$ cat config.mk
export PLATFORM = sky130hd
export DESIGN_NAME = flash_guard
export DESIGN_NICKNAME = d
export VERILOG_FILES = /design/src/rtl/flash_guard_pkg.sv /design/src/rtl/fg_rule_eval.sv /design/src/rtl/fg_ctrl.sv /design/src/rtl/flash_guard.sv
export SDC_FILE = /design/constraint.sdc
export NUM_CORES = 1
export LEC_CHECK = 0
export BUFFER_PORTS_ARGS = -buffer_cell sky130_fd_sc_hd__buf_2
export CAP_MARGIN = 40
export CORE_MARGIN = 5
export CORE_UTILIZATION = 35
export DETAILED_ROUTE_END_ITERATION = 12
export GPL_TIMING_DRIVEN = 0
export PLACE_DENSITY_LB_ADDON = 0.12
export SLEW_MARGIN = 20
export SYNTH_ARGS = -nofsm -noshare
export SYNTH_HDL_FRONTEND = slang
export SYNTH_SLANG_ARGS = --single-unit
$ cat constraint.sdc
create_clock -name clk -period 2.86 [get_ports clk]
set_input_delay 0.572 -clock clk [delete_from_list [all_inputs] [get_ports clk]]
set_output_delay 0.572 -clock clk [all_outputs]
set_load 0.03 [all_outputs]
$ cat src/rtl/flash_guard_pkg.sv
package flash_guard_pkg;

    typedef enum logic [1:0] {
        ACC_WRITE = 2'b00,
        ACC_CREAD = 2'b01,
        ACC_FETCH = 2'b10,
        ACC_RSVD  = 2'b11
    } acc_kind_e;

    typedef enum logic [1:0] {
        ST_IDLE = 2'b00,
        ST_FIRE = 2'b01,
        ST_HOLD = 2'b10
    } guard_state_e;

    typedef struct packed {
        logic bound;
        logic secur;
        logic supply;
    } viol_t;

endpackage

$ cat src/rtl/fg_rule_eval.sv
module fg_rule_eval
    import flash_guard_pkg::*;
#(
    parameter int ADDR_W = 16
) (
    input  logic [1:0]        kind,
    input  logic [ADDR_W-1:0] addr,
    input  logic [ADDR_W-1:0] lock_addr,
    input  logic              store_wr_en,
    input  logic              sec_deny,
    input  logic              vmon_en,
    output viol_t             why,
    output logic              any_viol
);

    acc_kind_e k;
    logic      hits_flash;
    logic      is_flash_write;
    logic      past_lock;

    always_comb begin
        k              = acc_kind_e'(kind);
        past_lock      = (addr > lock_addr);
        hits_flash     = 1'b0;
        is_flash_write = 1'b0;
        unique case (k)
            ACC_WRITE: begin
                hits_flash     = store_wr_en;
                is_flash_write = store_wr_en;
            end
            ACC_CREAD: hits_flash = 1'b1;
            ACC_FETCH: hits_flash = 1'b1;
            ACC_RSVD:  hits_flash = 1'b0;
            default:   hits_flash = 1'b0;
        endcase
        why.bound  = hits_flash & past_lock;
        why.secur  = hits_flash & sec_deny;
        why.supply = is_flash_write & ~vmon_en;
        any_viol   = |why;
    end

    // the supply rule only fires for a flash write
    always_comb begin
        if (why.supply) begin
            assert_supply_write_only_R6: assert (kind == 2'b00 && store_wr_en);
        end
    end

endmodule

$ cat src/rtl/fg_ctrl.sv
module fg_ctrl
    import flash_guard_pkg::*;
(
    input  logic clk,
    input  logic rst_n,
    input  logic strobe,
    input  logic viol,
    input  logic ack,
    output logic req,
    output logic flag
);

    guard_state_e state, state_nx;

    always_comb begin
        state_nx = state;
        unique case (state)
            ST_IDLE: if (strobe && viol) state_nx = ST_FIRE;
            ST_FIRE: state_nx = ack ? ST_IDLE : ST_HOLD;
            ST_HOLD: if (ack) state_nx = ST_IDLE;
            default: state_nx = ST_IDLE;
        endcase
    end

    always_ff @(posedge clk or negedge rst_n) begin
        if (!rst_n) state <= ST_IDLE;
        else        state <= state_nx;
    end

    always_comb begin
        req  = 1'b0;
        flag = 1'b0;
        unique case (state)
            ST_IDLE: ;
            ST_FIRE: begin
                req  = 1'b1;
                flag = 1'b1;
            end
            ST_HOLD: flag = 1'b1;
            default: ;
        endcase
    end

    // the request lasts a single cycle
    assert_single_pulse_R8: assert property (@(posedge clk) disable iff (!rst_n)
        req |=> !req);

    // a request is preceded by a violating strobe
    assert_req_cause_R8: assert property (@(posedge clk) disable iff (!rst_n)
        req |-> $past(strobe && viol));

    // the flag holds until acknowledge, and strobes raise nothing meanwhile
    assert_flag_hold_R9: assert property (@(posedge clk) disable iff (!rst_n)
        (flag && !ack) |=> (flag && !req));

    // the request always comes with the flag
    assert_req_flag_R9: assert property (@(posedge clk) disable iff (!rst_n)
        req |-> flag);

endmodule

$ cat src/rtl/flash_guard.sv
module flash_guard
    import flash_guard_pkg::*;
#(
    parameter int ADDR_W = 16
) (
    input  logic              clk,
    input  logic              rst_n,
    input  logic              acc_valid,
    input  logic [1:0]        acc_kind,
    input  logic [ADDR_W-1:0] acc_addr,
    input  logic              store_wr_en,
    input  logic [ADDR_W-1:0] lock_addr,
    input  logic              sec_deny,
    input  logic              vmon_en,
    input  logic              rst_ack,
    output logic              err_req,
    output logic              err_flag
);

    viol_t why;
    logic  any_viol;

    fg_rule_eval #(.ADDR_W(ADDR_W)) u_rules (
        .kind        (acc_kind),
        .addr        (acc_addr),
        .lock_addr   (lock_addr),
        .store_wr_en (store_wr_en),
        .sec_deny    (sec_deny),
        .vmon_en     (vmon_en),
        .why         (why),
        .any_viol    (any_viol)
    );

    fg_ctrl u_ctrl (
        .clk    (clk),
        .rst_n  (rst_n),
        .strobe (acc_valid),
        .viol   (any_viol),
        .ack    (rst_ack),
        .req    (err_req),
        .flag   (err_flag)
    );

    // a flash write past the lock byte is reported
    assert_write_bound_R1: assert property (@(posedge clk) disable iff (!rst_n)
        (acc_valid && !err_flag && acc_kind == 2'b00 && store_wr_en && acc_addr > lock_addr)
        |=> err_req);

    // a fetch past the lock byte is reported
    assert_fetch_bound_R3: assert property (@(posedge clk) disable iff (!rst_n)
        (acc_valid && !err_flag && acc_kind == 2'b10 && acc_addr > lock_addr) |=> err_req);

    // a read or fetch at or below the lock byte, not denied, is legal
    assert_at_lock_legal_R4: assert property (@(posedge clk) disable iff (!rst_n)
        (acc_valid && acc_kind != 2'b00 && acc_addr <= lock_addr && !sec_deny) |=> !err_req);

    // a non-flash write never reports
    assert_ram_write_quiet_R7: assert property (@(posedge clk) disable iff (!rst_n)
        (acc_valid && acc_kind == 2'b00 && !store_wr_en) |=> !err_req);

    // the reserved kind never reports
    assert_reserved_quiet_R12: assert property (@(posedge clk) disable iff (!rst_n)
        (acc_valid && acc_kind == 2'b11) |=> !err_req);

endmodule

Word-level counts from Yosys, hierarchy flattened. Cells that the tools add are included.

Bits in registers: 2. Logic and storage cells: 28. Input port bits: 41.

Multiplexer cells: 8. Reductions and logical operators: 7. Bitwise operators: 4. Equal/unequal tests: 7. Order comparisons: 1.

Operators with widths (number): 16-bit > comparator (1); 2-bit == test (second input constant) (3); 2-bit 2-to-1 mux (3); 2-bit one-hot mux with 3 select lines (1); 2-bit by 1-bit == test with 1-bit output (second input constant) (2); 2-bit logical NOT (2); 2-bit OR reduction (2); 1-bit AND (3); 1-bit 2-to-1 mux (3); 1-bit one-hot mux with 3 select lines (1); 3-bit OR reduction (1); 2-bit by 1-bit inequality test with 1-bit output (second input constant) (1); 2-bit inequality test (second input constant) (1); 2-bit AND reduction (1); 1-bit logical AND (1); 1-bit NOT (1).

Longest topological paths before layout.
Depth in word-level cells: 8. Depth in mapped cells: 8. Mapped depth without buffers: 8.

Cells and area by module. A second synthesis with hierarchy kept.

Cell total of the unflattened synthesis: 81. Area, all modules: 634.4 µm².

By module, submodules not included: fg_rule_eval (times used 1, area an instance 479.2 µm², cells an instance 66); fg_ctrl (times used 1, area an instance 155.1 µm², cells an instance 15).

Worst setup path before layout. No wires, ideal clock.

Path kind: in2reg. Start point: input port lock_addr[14]. End point: register u_ctrl.state[1]. Setup time: 0.124 ns. Setup slack: 0.795 ns. Stages: 8. Data arrival time: 1.941 ns. Path through: inv_1 -> ha_1 -> nand4_1 -> nor2_1 -> a221o_1 -> o31ai_4 -> a21oi_1 -> a2bb2oi_2.

Word-level cells in the longest chain between the ends: 6.

RTL lines: from (decl) (line flash_guard.sv:12) `input logic [ADDR_W-1:0] lock_addr,`; 16-bit > comparator (line fg_rule_eval.sv:23) `past_lock = (addr > lock_addr);`; 1-bit AND (line fg_rule_eval.sv:36) `why.bound = hits_flash & past_lock;`; 3-bit OR reduction (line fg_rule_eval.sv:39) `any_viol = |why;`; 1-bit logical AND (line fg_ctrl.sv:18) `ST_IDLE: if (strobe && viol) state_nx = ST_FIRE;`; 2-bit by 1-bit inequality test with 1-bit output (no source line); 2-bit AND reduction (no source line); to (signal assigned) (line fg_ctrl.sv:27) `else state <= state_nx;`; to (decl) (line fg_ctrl.sv:13) `guard_state_e state, state_nx;`.

Every way passes these cells. A chain may end at the register's enable or synchronous reset.

Worst setup path in the final report.
Start point: input port acc_addr[14]. End point: register u_ctrl.state[1].

Word-level cells in the longest chain between the ends: 6.

RTL lines: from (decl) (line flash_guard.sv:10) `input logic [ADDR_W-1:0] acc_addr,`; 16-bit > comparator (line fg_rule_eval.sv:23); 1-bit AND (line fg_rule_eval.sv:36); 3-bit OR reduction (line fg_rule_eval.sv:39); 1-bit logical AND (line fg_ctrl.sv:18); 2-bit by 1-bit inequality test with 1-bit output (no source line); 2-bit AND reduction (no source line).

Every way passes these cells.

==> reports/qor_table.md <==
| Parameter | This run |
|:---|:---|
| Final hold vios | 0 |
| First-pass GRT wire length | 2470 um |
| HPWL reported at the end of detailed placement | 1450 um |
| Die H | 53.2 um |
| Status | completed |
| Most common library cells after synthesis | inv_1, ha_1, a21oi_1 |
| Initial DRC count | 16 |
| Fin crit period | 2.03 ns |
| Number of nets produced by synthesis | 147 |
| Deepest clock path buffer count | 2 |
| Top FF cell, synth | dfrtp_1 |
| DR vias/cell | 4.75 |
| Worst relative slew slack | 72.6% |
| Ratio of final minimum period to clock period | 70.8% |
| Post-synth EDFFs | 0 |
| Number of setup buffers added after CTS | 0 |
| Net count of the finished layout | 194 |
| Largest driver fanout on the critical path | 4 |
| Number of clock sinks | 2 |
| Hold-fix buffers at CTS | 0 |
| WP data arrival | 2.13 ns |
| Final routed wirelength across all metal layers | 1530 um |
| Clock latency on the worst-skew pair | 0.23 ns |
| Largest net degree at the start of global routing | 5 |
| Power consumption | 0.338 mW |
| # IOs | 43 |
| Cells taking the most area after synthesis | ha_1, inv_1, dfrtp_1, a21oi_1, nand4_1 |
| Async set or reset register ratio after synthesis | 100% |
| Registers with the most flip-flops | u_ctrl.state (2) |
| Pwr Density | 368 nW/um2 |
| Finished Core Util | 52.6% |
| Total via count after detailed routing | 736 |
| RSZ-0062 raised after global routing | false |
| Row Count | 15 |
| Most area-hungry cell type in the Yosys netlist | ha_1 |
| Placeable core area | 1750 um2 |
| Highest cell delay on the worst timing path | 0.35 ns |
| Hold/Removal Path Class | input pin to asynchronous set/reset pin |
| Resized Gates After CTS | 0 |
| Final hold slack | 0.125 ns |
| Ant. Diodes | 0 |
| Via count of the first global-routing pass | 688 |
| Overflow left after global routing | 0 |
| Leakage | 0.551 nW |
| Endpoint kind of the worst setup timing path | flip-flop |
| Sequential share of the synthesized area | 7.65% |
| Antenna violations before repair | 0 |
| Post-synthesis register bit count | 2 |
| Max reg flops | 2 |
| Setup TNS | 0 ns |
| Routed length per placed instance | 9.85 um |
| Area added between synthesis and finish | 40.3% |
| Highest Clock Rate | 0.494 GHz |
| Count of antenna-violating nets left after detailed routing | 0 |
| Max Transition Viols Final | 0 |
| Buf/Inv on CP | 1 |
| Num CTS Buffers | 3 |
| Most frequent cell after synthesis | inv_1 |
| Clock transition at the registers of the reported paths | 0.03 ns |
| Cells along the critical path | buf_2 -> ha_1 -> nand4_1 -> nor2_1 -> a221o_1 -> o31ai_4 -> a21oi_1 -> a2bb2oi_2 |
| Required time reported for the critical path endpoint | 2.96 ns |
| Post-synthesis instance total | 85 |
| Slowest cell on the critical path | a221o_1 |
| Max-cap violation count | 0 |
| Register with the most flip-flops | u_ctrl.state |
| Critical path launch point type | input pin |
| Root Driver | clkbuf_4 |
| Synth warn | 0 |
| Filler Cells Inserted | 196 |
| CP Class | input pin to flip-flop |
| Clock tree from TritonCTS | built |
| Slew at the pin closest to its max-slew limit | 0.411 ns |
| Netlist area before placement | 654 um2 |
| Layout cells sized above 1 | 37.7% |
| Worst supply voltage drop on vdd | 169 uV |
| Worst clock skew | 0.00152 ns |
| Distinct cell type count after synthesis | 22 |
| Buffers on Ports | 42 |
| H-tree depth reported by CTS | 1 |
| Initial Utilization | 37.5% |
| Overall track demand over capacity in global routing | 11.6% |
| Area of the die | 2830 um2 |
| Average cell area after synthesis | 7.70 um2 |
| Number of DRC violations after detailed routing | 0 |
| Die boundary width | 53.2 um |
| Gp weighted congestion | 0.649 |
| Area share of the leading cell type in the synthesized netlist | 40.2% |
| Final setup vio count | 0 |
| Cell family with most CP delay | compound AO/OA/AOI/OAI gates |
| Length of the first detailed-routing pass in iterations | 4 |
==> worst paths after layout <==
check	start	end	depth (start not counted)	slack (ns)
min reg2reg	u_ctrl.state[1]$_DFFE_PN0P_	u_ctrl.state[1]$_DFFE_PN0P_	1	0.57
min in group clk	u_ctrl.state[1]$_DFFE_PN0P_	u_ctrl.state[1]$_DFFE_PN0P_	1	0.57
max in group asynchronous	rst_n	u_ctrl.state[0]$_DFFE_PN0P_	1	2.64
max	acc_addr[14]	u_ctrl.state[1]$_DFFE_PN0P_	8	0.83
max reg2reg	u_ctrl.state[0]$_DFFE_PN0P_	u_ctrl.state[1]$_DFFE_PN0P_	6	1.61
min	rst_n	u_ctrl.state[1]$_DFFE_PN0P_	1	0.13
==> cell usage in the layout, fill, tap and decap left out <==
| cell type | count |
|---|---|
| o21ai_1 | 1 |
| nand4_1 | 4 |
| dfrtp_1 | 2 |
| a31oi_1 | 1 |
| nor2b_1 | 2 |
| nor2_1 | 4 |
| clkbuf_4 | 3 |
| buf_2 | 42 |
| a2bb2oi_2 | 1 |
| a221o_1 | 1 |
| inv_1 | 22 |
| a21o_1 | 1 |
| nand2_1 | 4 |
| a21boi_2 | 1 |
| o211ai_1 | 1 |
| o22ai_1 | 1 |
| a21oi_1 | 8 |
| ha_1 | 21 |
| mux2i_1 | 1 |
| nor4_1 | 1 |
| a2111oi_2 | 1 |
| o21ai_0 | 3 |
| o31ai_4 | 1 |
| nand3_1 | 3 |
==> layer usage <==
layer / up-vias / GRT usage (%) / part of all wire [%]
met5: - / 0 / 0
met4: 0 / 6.38 / 0.92
met3: 2 / 1.41 / 8.0
met2: 26 / 21.4 / 56
met1: 321 / 12.6 / 36
li1: 387 / - / -
==> power by group <==
part           switching, mW  total [mW]  internal (mW)  leakage, nW
Sequential           0.00958      0.0487         0.0391       0.0266
Combinational          0.127       0.227         0.0991        0.511
Clock                 0.0167      0.0630         0.0463       0.0138
Total                  0.154       0.338          0.185        0.551
==> kinds of logic (layout without fill, tap and decap cells) <==
logic type | after synthesis | after routing | share of synthesized area, %
mux | 1 | 1 | 1.53
compound gates | 21 | 21 | 24.5
buf+inv | 22 | 67 | 12.6
fa+ha+maj | 21 | 21 | 40.2
flops | 2 | 2 | 7.65
simple gates | 18 | 18 | 13.6
==> through the flow <==
stage | cell area, um2 | instances | setup slack (ns)
3_5_place_dp | 896 | 152 | 0.596
4_1_cts | 918 | 155 | 0.833
3_3_place_gp | 896 | 152 | 0.602
6_report | 918 | 155 | 0.835
5_1_grt | 918 | 155 | 0.733
2_1_floorplan | 654 | 85 | 0.795
==> worst reg2reg max path, cell delays in order, from the launching register on <==
cell and delay [ns]:
dfrtp_1 0.36, inv_1 0.08, ha_1 0.21, nor2_1 0.14, nand3_1 0.10, a21oi_1 0.15, a2bb2oi_2 0.14
==> cell type report <==
class / instances / area (um2) / area share [%]
Inverter: 22 / 82.6 / 8.99
Sequential cell: 2 / 50.0 / 5.45
Timing Repair Buffer: 42 / 210 / 22.9
Clock buffer: 3 / 22.5 / 2.45
Multi-Input combinational cell: 61 / 522 / 56.8
Tap cell: 25 / 31.3 / 3.41
(Power assumes the default switching activity.)
